--- src/rtl/hp_evt_pkg.sv ---
package hp_evt_pkg;

  localparam int EVT_W        = 5;
  localparam int DIS_W        = 7;
  localparam int CTL_W        = 4;
  localparam int SLOT_EVT_LSB = 0;
  localparam int SLOT_DIS_LSB = 8;
  localparam int CTL_GINT_DIS = 0;
  localparam int CTL_CMD_DIS  = 2;
  localparam int FLAG_CMD_BIT = 16;
  localparam int FLAG_ARB_BIT = 17;

  localparam logic [DIS_W-1:0] DIS_RESET = '1;
  localparam logic [CTL_W-1:0] CTL_RESET = '1;

  // A sticky bit keeps its value, loses it when cleared, and is always set by a set.
  function automatic logic [EVT_W-1:0] sticky_merge(logic [EVT_W-1:0] cur,
                                                    logic [EVT_W-1:0] set,
                                                    logic [EVT_W-1:0] clr);
    return (cur & ~clr) | set;
  endfunction

  function automatic logic slot_pending(logic [EVT_W-1:0] evt, logic [DIS_W-1:0] dis);
    return |(evt & ~dis[EVT_W-1:0]);
  endfunction

  function automatic logic irq_level(logic [31:0] loc, logic gint_dis);
    return !gint_dis && (loc != 32'd0);
  endfunction

  function automatic logic [31:0] slot_word(logic [EVT_W-1:0] evt, logic [DIS_W-1:0] dis);
    logic [31:0] w;
    w = '0;
    w[SLOT_EVT_LSB +: EVT_W] = evt;
    w[SLOT_DIS_LSB +: DIS_W] = dis;
    return w;
  endfunction

  function automatic logic [31:0] ctrl_word(logic [CTL_W-1:0] ctl, logic cmd, logic arb);
    logic [31:0] w;
    w = '0;
    w[CTL_W-1:0]   = ctl;
    w[FLAG_CMD_BIT] = cmd;
    w[FLAG_ARB_BIT] = arb;
    return w;
  endfunction

endpackage

--- src/rtl/hp_evt_slot.sv ---
module hp_evt_slot
  import hp_evt_pkg::*;
(
  input  logic             clk,
  input  logic             rst_n,
  input  logic [EVT_W-1:0] evt_set,
  input  logic             wr_hit,
  input  logic             be_evt,
  input  logic             be_dis,
  input  logic [EVT_W-1:0] wr_evt,
  input  logic [DIS_W-1:0] wr_dis,
  output logic [EVT_W-1:0] evt_q,
  output logic [DIS_W-1:0] dis_q,
  output logic             pending
);

  logic [EVT_W-1:0] sw_clr;
  logic             dis_wr;

  assign sw_clr = (wr_hit && be_evt) ? wr_evt : '0;
  assign dis_wr = wr_hit && be_dis;

  always_ff @(posedge clk) begin
    if (!rst_n) begin
      evt_q <= '0;
      dis_q <= DIS_RESET;
    end else begin
      evt_q <= sticky_merge(evt_q, evt_set, sw_clr);
      if (dis_wr) dis_q <= wr_dis;
    end
  end

  assign pending = slot_pending(evt_q, dis_q);

  // every pulsed event bit is set one edge later, clear or not
  assert_set_wins_R4: assert property (@(posedge clk) disable iff (!rst_n)
    (evt_set != '0) |=> ((evt_q & $past(evt_set)) == $past(evt_set)));

  // bits written as one without a concurrent set are gone one edge later
  assert_w1c_clears_R3: assert property (@(posedge clk) disable iff (!rst_n)
    (wr_hit && be_evt) |=> ((evt_q & $past(wr_evt) & ~$past(evt_set)) == '0));

  // the mask byte only moves on an enabled write
  assert_mask_hold_R5: assert property (@(posedge clk) disable iff (!rst_n)
    !dis_wr |=> $stable(dis_q));

endmodule

--- src/rtl/hp_evt_ctrl.sv ---
module hp_evt_ctrl
  import hp_evt_pkg::*;
(
  input  logic             clk,
  input  logic             rst_n,
  input  logic             cmd_done,
  input  logic             arb_err,
  input  logic             wr_hit,
  input  logic             be_ctl,
  input  logic             be_flag,
  input  logic [CTL_W-1:0] wr_ctl,
  input  logic [1:0]       wr_flag_clr,
  output logic [CTL_W-1:0] ctl_q,
  output logic             cmd_det_q,
  output logic             arb_det_q,
  output logic             cmd_pend
);

  logic       ctl_wr;
  logic [1:0] flag_clr;

  assign ctl_wr   = wr_hit && be_ctl;
  assign flag_clr = (wr_hit && be_flag) ? wr_flag_clr : 2'b00;

  always_ff @(posedge clk) begin
    if (!rst_n) begin
      ctl_q     <= CTL_RESET;
      cmd_det_q <= 1'b0;
      arb_det_q <= 1'b0;
    end else begin
      if (ctl_wr) ctl_q <= wr_ctl;
      cmd_det_q <= (cmd_det_q && !flag_clr[0]) || cmd_done;
      arb_det_q <= (arb_det_q && !flag_clr[1]) || arb_err;
    end
  end

  assign cmd_pend = cmd_det_q && !ctl_q[CTL_CMD_DIS];

  // a finished command always leaves the flag set
  assert_cmd_flag_set_R9: assert property (@(posedge clk) disable iff (!rst_n)
    cmd_done |=> cmd_det_q);

  // an arbiter error always leaves its flag set
  assert_arb_flag_set_R9: assert property (@(posedge clk) disable iff (!rst_n)
    arb_err |=> arb_det_q);

  // the disable bits only move on an enabled write
  assert_ctl_hold_R9: assert property (@(posedge clk) disable iff (!rst_n)
    !ctl_wr |=> $stable(ctl_q));

endmodule

--- src/rtl/hp_evt_signal.sv ---
module hp_evt_signal
  import hp_evt_pkg::*;
#(
  parameter int NSL = 4,
  localparam int LOC_W = NSL + 1
) (
  input  logic             clk,
  input  logic             rst_n,
  input  logic [NSL-1:0]   slot_pend,
  input  logic             cmd_pend,
  input  logic             gint_dis,
  input  logic             msi_mode,
  output logic [LOC_W-1:0] locator_q,
  output logic             irq_q,
  output logic             msi_pulse_q
);

  logic [LOC_W-1:0] loc_c;
  logic             lvl_c;
  logic             last_sig_q;
  logic             lvl_changed;

  assign loc_c       = {slot_pend, cmd_pend};
  assign lvl_c       = irq_level(32'(loc_c), gint_dis);
  assign lvl_changed = lvl_c != last_sig_q;

  always_ff @(posedge clk) begin
    if (!rst_n) begin
      locator_q   <= '0;
      irq_q       <= 1'b0;
      msi_pulse_q <= 1'b0;
      last_sig_q  <= 1'b0;
    end else begin
      locator_q   <= loc_c;
      irq_q       <= lvl_c && !msi_mode;
      msi_pulse_q <= msi_mode && lvl_changed;
      last_sig_q  <= lvl_c;
    end
  end

  // a pending slot shows in the slot part of the locator one edge later
  assert_loc_follows_R6: assert property (@(posedge clk) disable iff (!rst_n)
    (slot_pend != '0) |=> (locator_q[LOC_W-1:1] != '0));

  // a pending command shows in locator bit 0 one edge later
  assert_cmd_loc_R7: assert property (@(posedge clk) disable iff (!rst_n)
    cmd_pend |=> locator_q[0]);

  // the level never rises with an empty locator
  assert_irq_needs_loc_R8: assert property (@(posedge clk) disable iff (!rst_n)
    irq_q |-> (locator_q != '0));

  // message mode keeps the level pin low
  assert_msi_quiet_irq_R10: assert property (@(posedge clk) disable iff (!rst_n)
    $past(msi_mode) |-> !irq_q);

  // a message request only follows a cycle in message mode
  assert_msi_only_in_mode_R10: assert property (@(posedge clk) disable iff (!rst_n)
    msi_pulse_q |-> $past(msi_mode));

endmodule

--- src/rtl/hp_event_irq.sv ---
module hp_event_irq
  import hp_evt_pkg::*;
#(
  parameter int NUM_SLOTS = 4,
  parameter int ADDR_W    = $clog2(NUM_SLOTS + 2)
) (
  input  logic                       clk,
  input  logic                       rst_n,
  input  logic                       msi_mode,
  input  logic [NUM_SLOTS*EVT_W-1:0] evt_set,
  input  logic                       cmd_done,
  input  logic                       arb_err,
  input  logic                       wr_en,
  input  logic [ADDR_W-1:0]          wr_addr,
  input  logic [31:0]                wr_data,
  input  logic [3:0]                 wr_be,
  input  logic [ADDR_W-1:0]          rd_addr,
  output logic [31:0]                rd_data,
  output logic [NUM_SLOTS:0]         locator,
  output logic                       irq,
  output logic                       msi_req
);

  logic [EVT_W-1:0] evt_q   [NUM_SLOTS];
  logic [DIS_W-1:0] dis_q   [NUM_SLOTS];
  logic [NUM_SLOTS-1:0] slot_pend;
  logic [CTL_W-1:0] ctl_q;
  logic             cmd_det_q;
  logic             arb_det_q;
  logic             cmd_pend;
  logic             ctl_hit;

  assign ctl_hit = wr_en && (wr_addr == '0);

  for (genvar s = 0; s < NUM_SLOTS; s++) begin : g_slot
    logic slot_hit;
    assign slot_hit = wr_en && (wr_addr == ADDR_W'(s + 1));

    hp_evt_slot u_slot (
      .clk     (clk),
      .rst_n   (rst_n),
      .evt_set (evt_set[s*EVT_W +: EVT_W]),
      .wr_hit  (slot_hit),
      .be_evt  (wr_be[0]),
      .be_dis  (wr_be[1]),
      .wr_evt  (wr_data[SLOT_EVT_LSB +: EVT_W]),
      .wr_dis  (wr_data[SLOT_DIS_LSB +: DIS_W]),
      .evt_q   (evt_q[s]),
      .dis_q   (dis_q[s]),
      .pending (slot_pend[s])
    );
  end

  hp_evt_ctrl u_ctrl (
    .clk         (clk),
    .rst_n       (rst_n),
    .cmd_done    (cmd_done),
    .arb_err     (arb_err),
    .wr_hit      (ctl_hit),
    .be_ctl      (wr_be[0]),
    .be_flag     (wr_be[2]),
    .wr_ctl      (wr_data[CTL_W-1:0]),
    .wr_flag_clr (wr_data[FLAG_ARB_BIT:FLAG_CMD_BIT]),
    .ctl_q       (ctl_q),
    .cmd_det_q   (cmd_det_q),
    .arb_det_q   (arb_det_q),
    .cmd_pend    (cmd_pend)
  );

  hp_evt_signal #(.NSL(NUM_SLOTS)) u_signal (
    .clk         (clk),
    .rst_n       (rst_n),
    .slot_pend   (slot_pend),
    .cmd_pend    (cmd_pend),
    .gint_dis    (ctl_q[CTL_GINT_DIS]),
    .msi_mode    (msi_mode),
    .locator_q   (locator),
    .irq_q       (irq),
    .msi_pulse_q (msi_req)
  );

  always_comb begin
    rd_data = '0;
    if (rd_addr == '0) rd_data = ctrl_word(ctl_q, cmd_det_q, arb_det_q);
    for (int s = 0; s < NUM_SLOTS; s++) begin
      if (rd_addr == ADDR_W'(s + 1)) rd_data = slot_word(evt_q[s], dis_q[s]);
    end
  end

  logic unused_wr_bits;
  assign unused_wr_bits = ^{wr_data[31:18], wr_data[15], wr_data[7:5], wr_be[3]};

  // a write outside the map leaves the command flag untouched unless a command finishes
  assert_out_of_map_R11: assert property (@(posedge clk) disable iff (!rst_n)
    (wr_en && (wr_addr > ADDR_W'(NUM_SLOTS)) && !cmd_done) |=> ($stable(cmd_det_q) && $stable(ctl_q)));

endmodule

--- config.mk ---
export PLATFORM = sky130hd
export DESIGN_NAME = hp_event_irq
export DESIGN_NICKNAME = d
export VERILOG_FILES = /design/src/rtl/hp_evt_pkg.sv /design/src/rtl/hp_evt_slot.sv /design/src/rtl/hp_evt_ctrl.sv /design/src/rtl/hp_evt_signal.sv /design/src/rtl/hp_event_irq.sv
export SDC_FILE = /design/constraint.sdc
export NUM_CORES = 1
export LEC_CHECK = 0
export CAP_MARGIN = 5
export CELL_PAD_IN_SITES_DETAIL_PLACEMENT = 1
export CELL_PAD_IN_SITES_GLOBAL_PLACEMENT = 2
export CORE_MARGIN = 8
export CORE_UTILIZATION = 38
export DETAILED_ROUTE_END_ITERATION = 10
export DONT_BUFFER_PORTS = 1
export GPL_ROUTABILITY_DRIVEN = 0
export PLACE_DENSITY = 0.89
export SYNTH_ARGS = -nofsm -noshare
export SYNTH_HDL_FRONTEND = slang
export SYNTH_SLANG_ARGS = --single-unit
--- constraint.sdc ---
create_clock -name clk -period 2.35 [get_ports clk]
set_input_delay 0.1175 -clock clk [delete_from_list [all_inputs] [get_ports clk]]
set_output_delay 0.1175 -clock clk [all_outputs]
set_load 0.02 [all_outputs]
-- Yosys cells after proc, flatten, opt, wreduce, memory -nomap -nowiden
Index checks and enable logic that the tools add are counted.
Widths: inputs -> output; s select.
- memories: 0
- register bits: 62
- memory bits (read-only): 0
- latch bits: 0
- logic and storage cells: 89
- memory bits (writable): 0
- output and inout bits: 39
- add/sub/neg operators: 0
- multipliers: 0
- shift-type cells: 0
- div/mod/pow operators: 0
- mux-type cells: 10
- reduce and logical (&&, ||, !) cells: 35
- bitwise gates (word level): 20
- equality and inequality tests: 9
- magnitude comparators: 0
- operators by type and width (kind ; number):
    $mux 32 ; 4
    $and 5x5->5 ; 8
    $not 5->5 ; 8
    $logic_and 1x1->1 ; 21
    $mux 5 ; 4
    $or 5x5->5 ; 4
    $reduce_or 5->1 ; 4
    $mux 18 ; 1
    $eq 3x2->1 const B ; 4
    $eq 3x1->1 const B ; 2
    $eq 3x3->1 const B ; 2
    $logic_not 3->1 ; 2
    $logic_not 1->1 ; 5
    $reduce_bool 5->1 ; 1
    $logic_or 1x1->1 ; 2
    $mux 2 ; 1
    $ne 1x1->1 ; 1

-- Depth between registers and ports, before layout
Gate-level depths: netlist (run 1).
- depth after elaboration: 7
- depth in mapped cells: 5
- gate-level depth less buffers: 5

-- Cells and area by module
A second synthesis (run 1) with hierarchy kept.
- cells, all modules: 362
- area, all modules: 2977.9 um^2
- modules (own cells, without submodules) (module ; area an instance (um^2) ; times used ; cells each):
    hp_evt_slot ; 462.9 ; 4 ; 57
    hp_event_irq ; 636.9 ; 1 ; 87
    hp_evt_signal ; 254.0 ; 1 ; 21
    hp_evt_ctrl ; 235.2 ; 1 ; 26

-- Worst setup path before layout (run 1)
No wires, ideal clock.
- kind: register -> register
- start point: register g_slot[0].u_slot.dis_q[3]
- end point: register u_signal.last_sig_q
- cell stages (with the launch flop): 6
- setup slack: 1.014 ns
- arrival: 1.222 ns
- period minus slack after synthesis: 1.336 ns
- path buffers: 0
- library setup time: 0.115 ns
- cells stage by stage: dfxtp_1 inv_1 a222oi_1 and4_1 a41oi_2 and2_1
- cells in the longest elaborated chain, start to end: 5
- RTL lines (what ; line ; RTL):
    from (decl) ; hp_evt_slot.sv:13 ; output logic [DIS_W-1:0] dis_q,
    from (signal assigned) ; hp_evt_slot.sv:29 ; if (dis_wr) dis_q <= wr_dis;
    $not 5->5 ; hp_evt_pkg.sv:24 ; return |(evt & ~dis[EVT_W-1:0]);
    $and 5x5->5 ; hp_evt_pkg.sv:24 ;
    $reduce_or 5->1 ; hp_evt_pkg.sv:24 ;
    $reduce_bool 5->1 ; hp_evt_pkg.sv:28 ; return !gint_dis && (loc != 32'd0);
    $logic_and 1x1->1 ; hp_evt_pkg.sv:28 ;
    to (signal assigned) ; hp_evt_signal.sv:37 ; last_sig_q <= lvl_c;
    to (decl) ; hp_evt_signal.sv:20 ; logic last_sig_q;
Every way passes these cells.
A chain may end at the register's enable or synchronous reset.

-- Worst setup path in the final report (run 1)
- start point: register g_slot[0].u_slot.dis_q[4]
- end point: register u_signal.irq_q
- cells in the longest elaborated chain, start to end: 6
- RTL lines (what ; line ; RTL):
    $not 5->5 ; hp_evt_pkg.sv:24 ;
    $and 5x5->5 ; hp_evt_pkg.sv:24 ;
    $reduce_or 5->1 ; hp_evt_pkg.sv:24 ;
    $reduce_bool 5->1 ; hp_evt_pkg.sv:28 ;
    $logic_and 1x1->1 ; hp_evt_pkg.sv:28 ;
    $logic_and 1x1->1 ; hp_evt_signal.sv:35 ; irq_q <= lvl_c && !msi_mode;
    to (signal assigned) ; hp_evt_signal.sv:35 ;
    to (decl) ; hp_evt_signal.sv:14 ; output logic irq_q,
Every way passes these cells.

==> results of run 1 <==
## final timing paths
path	from	end	slack (ns)	cells past startpoint
max	g_slot[0].u_slot.dis_q[4]	u_signal.irq_q	0.76	5
max reg2reg	g_slot[0].u_slot.dis_q[4]	u_signal.irq_q	0.76	5
min reg2reg	g_slot[2].u_slot.dis_q[6]	g_slot[2].u_slot.dis_q[6]	0.47	2
min	wr_data[4]	g_slot[1].u_slot.evt_q[4]	0.01	2
## worst max-delay path, delay by kind of cell (launching register included)
kind / cells / cell delay, ns
compound gates: 2 / 0.60
simple gates: 2 / 0.48
flops: 1 / 0.34
buf+inv: 1 / 0.06
## layout by cell type, fill, tap and decap left out, drive strengths merged, types with 3 or more instances in the layout
cell type | netlist | routed
a211oi | 3 | 3
a21boi | 11 | 11
a21oi | 11 | 11
a22oi | 11 | 11
a31oi | 4 | 4
and2 | 3 | 3
clkbuf | 10 | 13
conb | 1 | 18
dfxtp | 62 | 62
dlygate4sd3 | 0 | 36
inv | 20 | 20
mux2i | 32 | 32
nand2 | 49 | 49
nand2b | 5 | 5
nand3 | 8 | 8
nand4 | 4 | 4
nor2 | 23 | 23
o211ai | 5 | 5
o21a | 15 | 15
o22ai | 17 | 17
## final cells by class
class	count	area, sq um	area share (%)
Tap cell	99	123.9	3.523
Timing Repair Buffer	38	387.9	11.03
Sequential cell	62	1241	35.30
Clock buffer	13	168.9	4.804
Clock inverter	3	65.06	1.851
Multi-Input combinational cell	232	1454	41.35
Inverter	20	75.07	2.135
## cells by family (layout without fill, tap and decap cells)
group / after synthesis / count (layout) / synth area share [%]
other: 1 / 18 / 0.1299
flip-flops: 62 / 62 / 42.98
multiplexers: 33 / 33 / 11.87
AO/OA/AOI/OAI: 81 / 81 / 19.71
buffers and inverters: 50 / 74 / 8.882
AND/OR/NAND/NOR: 100 / 100 / 16.42
## sequential cells by signal (all words and copies together), names as in the netlist
register              count
u_signal.msi_pulse_q      1
u_signal.irq_q            1
u_ctrl.arb_det_q          1
u_signal.locator_q        5
g_slot.u_slot.evt_q      20
u_signal.last_sig_q       1
g_slot.u_slot.dis_q      28
u_ctrl.cmd_det_q          1
u_ctrl.ctl_q              4
## Yosys cell counts, types with 3 or more instances
master | instances | share of area (%)
sky130_fd_sc_hd__nand4_1 | 3 | 0.65
sky130_fd_sc_hd__buf_4 | 18 | 4.7
sky130_fd_sc_hd__nor2_1 | 20 | 2.6
sky130_fd_sc_hd__a22oi_1 | 11 | 2.9
sky130_fd_sc_hd__a21oi_1 | 11 | 1.9
sky130_fd_sc_hd__dfxtp_1 | 62 | 43
sky130_fd_sc_hd__o211ai_1 | 5 | 1.3
sky130_fd_sc_hd__o22ai_1 | 17 | 3.7
sky130_fd_sc_hd__a31oi_1 | 4 | 0.87
sky130_fd_sc_hd__nand2_1 | 48 | 6.2
sky130_fd_sc_hd__mux2i_1 | 32 | 11
sky130_fd_sc_hd__a21boi_1 | 11 | 2.9
sky130_fd_sc_hd__nand2b_1 | 5 | 1.1
sky130_fd_sc_hd__nand3_1 | 8 | 1.4
sky130_fd_sc_hd__and2_1 | 3 | 0.65
sky130_fd_sc_hd__o21a_1 | 15 | 3.9
sky130_fd_sc_hd__inv_1 | 18 | 2.3
sky130_fd_sc_hd__clkbuf_1 | 10 | 1.3
## what timing repair did
item / CTS / global route
hold buffers: 37 / 0
endpoints found under the hold margin: 57 / 0
resized for setup: 0 / 0
## metrics by stage
step	utilization (%)	power [mW]	hold slack, ns
after global routing	48.22	2.597	0.008365
final	48.22	2.502	0.01228
after floorplan	-	1.349	0.1870
after CTS	48.22	2.521	0.004133
after detailed placement	39.79	1.351	0.1914
after global placement	39.79	1.345	0.1886
## metal layers
metal	wire length, um	part of all wire [%]	up-vias	GRT usage (%)
li1	-	-	1184	-
met1	4071	44	1188	21.48
met2	4306	46	84	29.23
met3	759	8.2	12	5.756
met4	128	1.4	0	5.895
met5	0	0	-	0
## power by group
group          leakage [nW]  switching [mW]  total, mW  internal, mW
Clock                 0.120           0.414       1.10         0.683
Sequential            0.509          0.0333       1.12          1.09
Combinational         0.849           0.164      0.283         0.119
==> run summary, run 1 <==
DETAILED ROUTING
--------------------------------------------------------------------------------
Wire length per cell                                                    19.84 um
Post-DR vias/cell                                                          5.285
Final antenna-violating net count                                              0
Starting DRC count in detailed routing                                       102
Total iterations of the first detailed-routing run                             4
Final routed DRC violation total                                               0
Number of vias in the routed layout                                        2,468
Routed WL                                                                9265 um

WORST SETUP PATH
--------------------------------------------------------------------------------
Critical Path AT                                                         1.82 ns
Category of the most critical setup path                            register to register
Slowest stage cell on the critical path                             sky130_fd_sc_hd__a222oi_1
Peak per-stage delay on the critical path                                0.45 ns
Critical path required time                                              2.58 ns
Capturing element type of the critical path                             register
CP max FO                                                                      3
Kind of launch point of the worst setup path                            register
Cell-by-cell listing of the critical path                           inv_1 > a222oi_1 > and4_1 > a41oi_2 > nor3b_2

LAYOUT
--------------------------------------------------------------------------------
Filler cell count                                                            875
Area growth from synthesis to layout                                      21.75%
Post-route cell area                                                0.003516 sq mm
Layout cell share with drive strength beyond 1                            7.609%
Filler-free cell count of the finished design                                467
Final Net Count                                                              431
Ant. Diodes                                                                    0

GLOBAL ROUTE
--------------------------------------------------------------------------------
First-pass GRT wire length                                             13,950 um
Total grt overflow                                                             0
Largest net degree at the start of global routing                             51
Vias in the first global route                                             2,570
Number of antenna violations at the first check in global routing              0
Combined global-route utilization of all metal layers                     17.81%

PWR
--------------------------------------------------------------------------------
Max IR drop VDD                                                        0.3358 mV
Leakage power figure                                                    1.478 nW
Pwr/cell area                                                       711.6 mW/mm^2

CLOCK NETWORK
--------------------------------------------------------------------------------
Clk Tree Root Cell                                                  sky130_fd_sc_hd__clkbuf_8
Later-pin clock latency in the skew report                               0.34 ns
H-tree lvl count                                                               3
Clock tree from TritonCTS                                                  built
# Post-CTS Setup Buffers                                                       0
Total clock sinks                                                             62
Number of buffers on the longest clock path                                    2
Clock-pin transition on the worst setup and hold timing paths            0.07 ns
Number of CTS-inserted buffers                                                 9

STA
--------------------------------------------------------------------------------
Post-Route Setup TNS                                                        0 ns
Count of pins over their slew limit                                            0
Final Hold Viols                                                               0
Clk_skew                                                             0.006414 ns
Final count of negative-setup-slack endpoints                                  0
Final period utilization                                                  67.58%
Transition time at the pin with the least slew margin                  0.6683 ns
Worst-case headroom to the max-slew limit                                 55.28%
Final Critical Period                                                   1.588 ns
Unrepaired setup endpoints after global routing                            false
Crit path setup slack, layout                                          0.7618 ns
Peak Freq                                                             0.6296 GHz

SYNTH
--------------------------------------------------------------------------------
Post-synth cell types                                                         39
Dominant synthesized flop cell                                      sky130_fd_sc_hd__dfxtp_1
Seq/Total Area, Yosys                                                     42.98%
Post-Syn Area per Cell                                               8.831 sq um
Number of enable-type register cells in the synthesized netlist                0
Synthesized cell area                                               0.002888 sq mm
Number of flip-flops and latches in the synthesized netlist                   62
Synthesized instance count                                                   327
Number of warnings printed during yosys synthesis                              0
Fraction of registers with async set/reset                                    0%

PLACEMENT
--------------------------------------------------------------------------------
Worst slack at placement                                               0.7573 ns
Total cell area at the placement stage                              0.002902 sq mm
Number of input and output port buffers inserted                               0
HPWL Detailed                                                            6619 um
Post-Place Cells                                                             414

FLOORPLAN
--------------------------------------------------------------------------------
Initial core utilization                                                  39.60%
Number of top-level pins                                                     107
Die height                                                              103.2 um
Number of standard-cell rows in the floorplan                                 31
Die area                                                            0.01065 sq mm
Core box area                                                       0.007292 sq mm
Width of the die                                                        103.2 um

MIN PATH
--------------------------------------------------------------------------------
Hold crit path type                                                 input pin to register

RUN STATUS
--------------------------------------------------------------------------------
Outcome                                                                completed

FLOW RUN
--------------------------------------------------------------------------------
Count of max-cap constraint violations                                         0

Note: power is estimated with default switching activity, not from simulation.
==> inputs of run 2 (changes only) <==
Settings changed: CORE_UTILIZATION 38 to 35, PLACE_DENSITY 0.89 to 0.83.
Clock period 2.35 ns to 1.6 ns, I/O delays scaled along.
==> run 2 against run 1 <==
  * Sequential cell count is the same
  * Clock power grew 21%
  * Wire length grew 1.9%
  * Sequential share of layout area shrank 1.4 points
  * Die area grew 7.2%
  * Register-to-register slack lost 0.71 ns
  * Final area grew 4.0%
  * Clock-buffer cell count shrank 2
  * Maximum frequency grew 2.6%
  * Largest power group unchanged
  * Largest cell class unchanged
==> run summary, run 2 (synthesis results as in run 1) <==
WORST SETUP PATH
--------------------------------------------------------------------------------
Critical Path AT                                                         1.79 ns   -0.03 ns
Critical path required time                                              1.84 ns   -0.74 ns
Cell-by-cell listing of the critical path                           inv_1 > a222oi_1 > buf_4 > and4_1 > a41oi_2 > and2_1
Kind of launch point of the worst setup path                            register
Worst reg2reg path depth                                                       6   +1
Capturing element type of the critical path                             register
CP max FO                                                                      3   unchanged
Worst R2R Start                                                     g_slot[0].u_slot.dis_q[3]
Reg2Reg Setup Slack                                                      0.05 ns   -0.71 ns
CP Capture Point                                                    u_signal.last_sig_q
Number of gates on the worst path with buffers counted                         6   +1
Gate family responsible for the most delay along the worst path     compound AO/OA/AOI/OAI gates
Capturing point of the worst reg2reg path                           u_signal.last_sig_q
Worst setup path start                                              g_slot[0].u_slot.dis_q[3]
Slowest stage cell on the critical path                             sky130_fd_sc_hd__dfxtp_1
Category of the most critical setup path                            register to register
Peak per-stage delay on the critical path                                0.34 ns   -0.11 ns
Buffers plus inverters on the worst setup path                                 2   +1

FLOORPLAN
--------------------------------------------------------------------------------
Die area                                                            0.01141 sq mm   +7.2%
Number of top-level pins                                                     107   unchanged
Width of the die                                                        106.8 um   +3.5%
Core box area                                                       0.008093 sq mm   +11%
Number of standard-cell rows in the floorplan                                 33   +6.5%
Die height                                                              106.8 um   +3.5%
Initial core utilization                                                  35.68%   -3.9 points

LAYOUT
--------------------------------------------------------------------------------
Filler cell count                                                            978   +12%
Largest registers in the final layout                               g_slot.u_slot.dis_q x28, g_slot.u_slot.evt_q x20, u_signal.locator_q x5
Filler-free cell count of the finished design                                496   +6.2%
Most common library cell in the layout ignoring fill and taps       sky130_fd_sc_hd__dfxtp_1
Final Net Count                                                              454   +5.3%
Ant. Diodes                                                                    0   unchanged
Register with the highest flop count                                g_slot.u_slot.dis_q
Most frequent cells in the layout                                   sky130_fd_sc_hd__dfxtp_1, sky130_fd_sc_hd__nand2_1, sky130_fd_sc_hd__dlygate4sd3_1, sky130_fd_sc_hd__mux2i_1, sky130_fd_sc_hd__nor2_1
Layout cell share with drive strength beyond 1                            11.51%   +3.9 points
Area growth from synthesis to layout                                      26.60%
Number of flip-flops under the largest register name                          28   unchanged

GLOBAL ROUTE
--------------------------------------------------------------------------------
Total grt overflow                                                             0   unchanged
Vias in the first global route                                             2,714   +5.6%
Met3 Usage GRT                                                            4.559%   -1.2 points
Grt peak-use layer                                                          met2
Combined global-route utilization of all metal layers                     16.74%   -1.1 points
Met2 Resource Use GR                                                      26.87%   -2.4 points
First-pass GRT wire length                                             14,680 um   +5.2%
Number of antenna violations at the first check in global routing              0   unchanged
GR Layer Usage met1                                                       20.96%   -0.53 points
Largest net degree at the start of global routing                             52   +2.0%

DETAILED ROUTING
--------------------------------------------------------------------------------
Wire length per cell                                                    19.03 um   -4.1%
Number of vias in the routed layout                                        2,552   +3.4%
Final antenna-violating net count                                              0   unchanged
Starting DRC count in detailed routing                                       127   +25%
Final routed DRC violation total                                               0   unchanged
Total iterations of the first detailed-routing run                             4   unchanged
Routed WL                                                                9440 um   +1.9%
Post-DR vias/cell                                                          5.145   -2.6%

STA
--------------------------------------------------------------------------------
Final count of negative-setup-slack endpoints                                  0   unchanged
Final Hold Viols                                                               0   unchanged
Clk_skew                                                             0.005045 ns   -0.001368 ns
Final Critical Period                                                   1.548 ns   -0.04043 ns
Worst-case headroom to the max-slew limit                                 65.56%   +10 points
Final period utilization                                                  96.74%   +29 points
Transition time at the pin with the least slew margin                  0.5243 ns   -0.1440 ns
Crit path setup slack, layout                                         0.05219 ns   -0.7096 ns
Peak Freq                                                             0.6461 GHz   +2.6%
Count of pins over their slew limit                                            0   unchanged

CLOCK NETWORK
--------------------------------------------------------------------------------
Number of buffers on the longest clock path                                    2   unchanged
Total clock sinks                                                             62   unchanged
# resized after CTS                                                            0   unchanged
Clock-pin transition on the worst setup and hold timing paths            0.07 ns   about the same
H-tree lvl count                                                               3   unchanged
Number of CTS-inserted buffers                                                 9   unchanged
Later-pin clock latency in the skew report                               0.34 ns   about the same
Clock tree from TritonCTS                                                  built
Clk Tree Root Cell                                                  sky130_fd_sc_hd__clkbuf_8

PLACEMENT
--------------------------------------------------------------------------------
Number of input and output port buffers inserted                               0   unchanged
Post-Place Cells                                                             437   +5.6%
Worst slack at placement                                             0.008282 ns   -0.7491 ns
HPWL Detailed                                                            6985 um   +5.5%

FLOW RUN
--------------------------------------------------------------------------------
Count of max-cap constraint violations                                         0   unchanged

PWR
--------------------------------------------------------------------------------
Max IR drop VDD                                                        0.4466 mV   +33%
Leakage power figure                                                    1.569 nW   +6.2%
Pwr/cell area                                                       943.2 mW/mm^2   +33%

RUN STATUS
--------------------------------------------------------------------------------
Outcome                                                                completed

MIN PATH
--------------------------------------------------------------------------------
Hold crit path type                                                 input pin to register
Launch point of the worst hold path                                        rst_n

==> run 2: per-layer routing <==
metal / wire length (um) / up-vias
li1: - / 1230
met1: 4223 / 1232
met2: 4417 / 77
met3: 643 / 13
met4: 157 / 0
met5: 0 / -
==> run 2: worst min path at each step <==
stage | to | slack (ns) | depth (start not counted)
2_1_floorplan | u_signal.irq_q | 0.15 | 1
3_3_place_gp | u_signal.irq_q | 0.15 | 1
3_5_place_dp | u_signal.irq_q | 0.15 | 1
4_1_cts | u_ctrl.ctl_q[0] | 0.0005 | 2
5_1_grt | g_slot[3].u_slot.dis_q[5] | 0.004 | 2
6_report | g_slot[1].u_slot.dis_q[2] | 0.01 | 2
==> run 2: layout make-up <==
| class | count | area (sq um) | share of cell area [%] |
|---|---|---|---|
| clock buffers | 11 | 131.4 | 3.593 |
| multi-input cells | 232 | 1454 | 39.77 |
| repair buffers | 61 | 573.1 | 15.67 |
| flip-flops and latches | 62 | 1241 | 33.95 |
| inverters | 20 | 75.07 | 2.053 |
| clock inverters | 5 | 50.05 | 1.369 |
| well taps | 105 | 131.4 | 3.593 |
==> run 2: where the power goes <==
group          internal, mW  switching (mW)  total (mW)
clock                 0.710           0.617        1.33
sequential             1.60          0.0448        1.64
combinational         0.219           0.259       0.478
==> run 2: stage by stage <==
stage / util (%) / cell area, sq um / TNS (ns) / total power [mW] / hold slack, ns
floorplan: - / 2952 / 0 / 1.981 / 0.1495
global placement: 37.52 / 3037 / 0 / 2.018 / 0.1514
detailed placement: 37.52 / 3037 / 0 / 2.028 / 0.1527
CTS: 45.08 / 3649 / 0 / 3.482 / 0.0005094
global route: 45.18 / 3656 / -0.003227 / 3.600 / 0.004420
finish: 45.18 / 3656 / 0 / 3.448 / 0.01356
==> run 2: timing repair <==
action	CTS	global route
hold endpoints to repair	61	0
setup buffers	0	1
hold buffers	42	0
setup endpoints to repair	0	3
==> inputs of run 3 (changes only) <==
Settings changed: CORE_UTILIZATION 35 to 32, PLACE_DENSITY 0.83 to 0.8.
Clock period 1.6 ns to 1.4 ns, I/O delays scaled along.
==> run 3 against run 2 <==
  * Core utilization down 0.63 points
  * The run now ends with negative setup slack left
  * Final area grew 6.3%
  * Die area up 7.9%
  * Critical endpoint is now u_signal.irq_q
  * Critical path type unchanged
==> run summary, run 3 (synthesis results as in run 1) <==
RUN STATUS
--------------------------------------------------------------------------------
Outcome                                                             finished with violations
Violated checks                                                     negative setup slack

CLOCK NETWORK
--------------------------------------------------------------------------------
Later-pin clock latency in the skew report                               0.35 ns   about the same
Clock tree from TritonCTS                                                  built
Clk Tree Root Cell                                                  sky130_fd_sc_hd__clkbuf_8
H-tree lvl count                                                               3   unchanged
Number of CTS-inserted buffers                                                 9   unchanged
Number of buffers on the longest clock path                                    2   unchanged
Clock-pin transition on the worst setup and hold timing paths            0.06 ns   about the same
Total clock sinks                                                             62   unchanged

DETAILED ROUTING
--------------------------------------------------------------------------------
Routed WL                                                              10,210 um   +8.2%
Number of vias in the routed layout                                        2,660   +4.2%
Final antenna-violating net count                                              0   unchanged
Final routed DRC violation total                                               0   unchanged
Starting DRC count in detailed routing                                       105   -17%
Total iterations of the first detailed-routing run                             4   unchanged
Wire length per cell                                                    19.60 um   +3.0%
Post-DR vias/cell                                                          5.106   -0.77%

FLOORPLAN
--------------------------------------------------------------------------------
Die area                                                            0.01232 sq mm   +7.9%
Initial core utilization                                                  33.11%   -2.6 points
Number of standard-cell rows in the floorplan                                 34   +3.0%
Die height                                                              111.0 um   +3.9%
Core box area                                                       0.008721 sq mm   +7.8%
Number of top-level pins                                                     107   unchanged
Width of the die                                                        111.0 um   +3.9%

LAYOUT
--------------------------------------------------------------------------------
Filler-free cell count of the finished design                                521   +5.0%
Most common library cell in the layout ignoring fill and taps       sky130_fd_sc_hd__dfxtp_1
Ant. Diodes                                                                    0   unchanged
Most frequent cells in the layout                                   sky130_fd_sc_hd__dfxtp_1, sky130_fd_sc_hd__nand2_1, sky130_fd_sc_hd__dlygate4sd3_1, sky130_fd_sc_hd__buf_4, sky130_fd_sc_hd__mux2i_1
Register with the highest flop count                                g_slot.u_slot.dis_q
Final Net Count                                                              477   +5.1%
Layout cell share with drive strength beyond 1                            19.37%   +7.9 points
Number of flip-flops under the largest register name                          28   unchanged
Area growth from synthesis to layout                                      34.53%
Largest registers in the final layout                               g_slot.u_slot.dis_q x28, g_slot.u_slot.evt_q x20, u_signal.locator_q x5

PLACEMENT
--------------------------------------------------------------------------------
Post-Place Cells                                                             454   +3.9%
Number of input and output port buffers inserted                               0   unchanged
HPWL Detailed                                                            7234 um   +3.6%

STA
--------------------------------------------------------------------------------
Final Critical Period                                                   1.567 ns   +0.01924 ns
Clk_skew                                                             0.006463 ns   +0.001418 ns
Crit path setup slack, layout                                         -0.1671 ns   -0.2192 ns
Peak Freq                                                             0.6381 GHz   -1.2%
Final Hold Viols                                                               0   unchanged
Final-layout worst hold slack                                         0.07145 ns   +0.05789 ns
Final count of negative-setup-slack endpoints                                  5   +5
Count of pins over their slew limit                                            0   unchanged
Unrepaired setup endpoints after global routing                             true
Final period utilization                                                  111.9%   +15 points

WORST SETUP PATH
--------------------------------------------------------------------------------
Critical Path AT                                                         1.80 ns   about the same
Category of the most critical setup path                            register to register
CP max FO                                                                      3   unchanged
Critical path required time                                              1.64 ns   -0.20 ns
Kind of launch point of the worst setup path                            register
Reg2Reg Setup Slack                                                     -0.17 ns   -0.22 ns
Capturing element type of the critical path                             register

GLOBAL ROUTE
--------------------------------------------------------------------------------
Total grt overflow                                                             0   unchanged
Vias in the first global route                                             2,892   +6.6%
Largest net degree at the start of global routing                             52   unchanged
Number of antenna violations at the first check in global routing              0   unchanged
Combined global-route utilization of all metal layers                     16.35%   -0.40 points
First-pass GRT wire length                                             15,880 um   +8.2%

PWR
--------------------------------------------------------------------------------
Leakage power figure                                                    1.668 nW   +6.3%
Max IR drop VDD                                                        0.5070 mV   +14%
Pwr/cell area                                                       1002 mW/mm^2   +6.2%

FLOW RUN
--------------------------------------------------------------------------------
Count of max-cap constraint violations                                         0   unchanged

MIN PATH
--------------------------------------------------------------------------------
Hold crit path type                                                 input pin to register

[run 3: changes by cell type in the layout (fill, tap and decap cells not counted), moves of 2 or more]
cell,before,now
sky130_fd_sc_hd__buf_4,19,36
sky130_fd_sc_hd__dfxtp_1,62,52
sky130_fd_sc_hd__dfxtp_2,0,10
sky130_fd_sc_hd__dlygate4sd3_1,41,46
sky130_fd_sc_hd__a22oi_1,11,8
sky130_fd_sc_hd__a22oi_2,0,3
sky130_fd_sc_hd__clkinv_2,4,1
sky130_fd_sc_hd__clkbuf_8,9,11
[run 3: through the flow]
| step | util [%] | total power [mW] | setup slack [ns] | instance area (sq um) | TNS [ns] |
|---|---|---|---|---|---|
| 2_1_floorplan | - | 2.264 | 0.06359 | 2952 | 0 |
| 3_3_place_gp | 36.07 | 2.342 | -0.05673 | 3146 | -0.1168 |
| 6_report | 44.55 | 3.892 | -0.1671 | 3885 | -0.6692 |
| 4_1_cts | 43.77 | 3.885 | -0.1568 | 3817 | -0.4657 |
| 5_1_grt | 44.55 | 4.070 | -0.2055 | 3885 | -0.9857 |
| 3_5_place_dp | 36.07 | 2.352 | -0.1555 | 3146 | -0.4118 |
[run 3: metal layers]
layer  GRT usage (%)  wire, um
met5               0         0
met4           4.505        81
met3           5.628       684
met2           27.54      5061
met1           19.14      4385
[run 3: report_power, final]
| group | total (mW) | leakage [nW] | switching (mW) | internal [mW] |
|---|---|---|---|---|
| combinational | 0.621 | 1.07 | 0.326 | 0.295 |
| sequential | 1.88 | 0.509 | 0.0467 | 1.83 |
| clock | 1.39 | 0.0865 | 0.664 | 0.729 |
[run 3: timing repair]
item                                    4_1_cts  5_1_grt
hold buffers                                 46        2
gates cloned                                  0        0
endpoints found under the hold margin        59        2
buffers inserted                              2        3
resized for setup                             8       12
endpoints found under the setup margin        6       18
pin swaps                                     8        5
[run 3: path summary, 6_finish.rpt]
check / start / endpoint / cells after the start
max: g_slot[0].u_slot.dis_q[3] / u_signal.irq_q / 6
min: wr_be[0] / u_ctrl.ctl_q[2] / 3
max reg2reg: g_slot[0].u_slot.dis_q[3] / u_signal.irq_q / 6
min reg2reg: g_slot[1].u_slot.dis_q[6] / g_slot[1].u_slot.dis_q[6] / 2
[run 3: area by class of cell]
type                    count  area (sq um)
clock buffers              14         162.7
clock inverters             1         5.005
fillers                   998          4836
repair buffers             84         762.0
inverters                  20         75.07
flip-flops and latches     62          1254
multi-input cells         232          1491
well taps                 108         135.1
[run 3: critical path, cell delays in order (launching register included)]
cell	delay, ns
sky130_fd_sc_hd__dfxtp_2	0.34
sky130_fd_sc_hd__inv_2	0.04
sky130_fd_sc_hd__a222oi_1	0.34
sky130_fd_sc_hd__buf_4	0.19
sky130_fd_sc_hd__and4_1	0.20
sky130_fd_sc_hd__a41oi_2	0.16
sky130_fd_sc_hd__nor3b_2	0.19
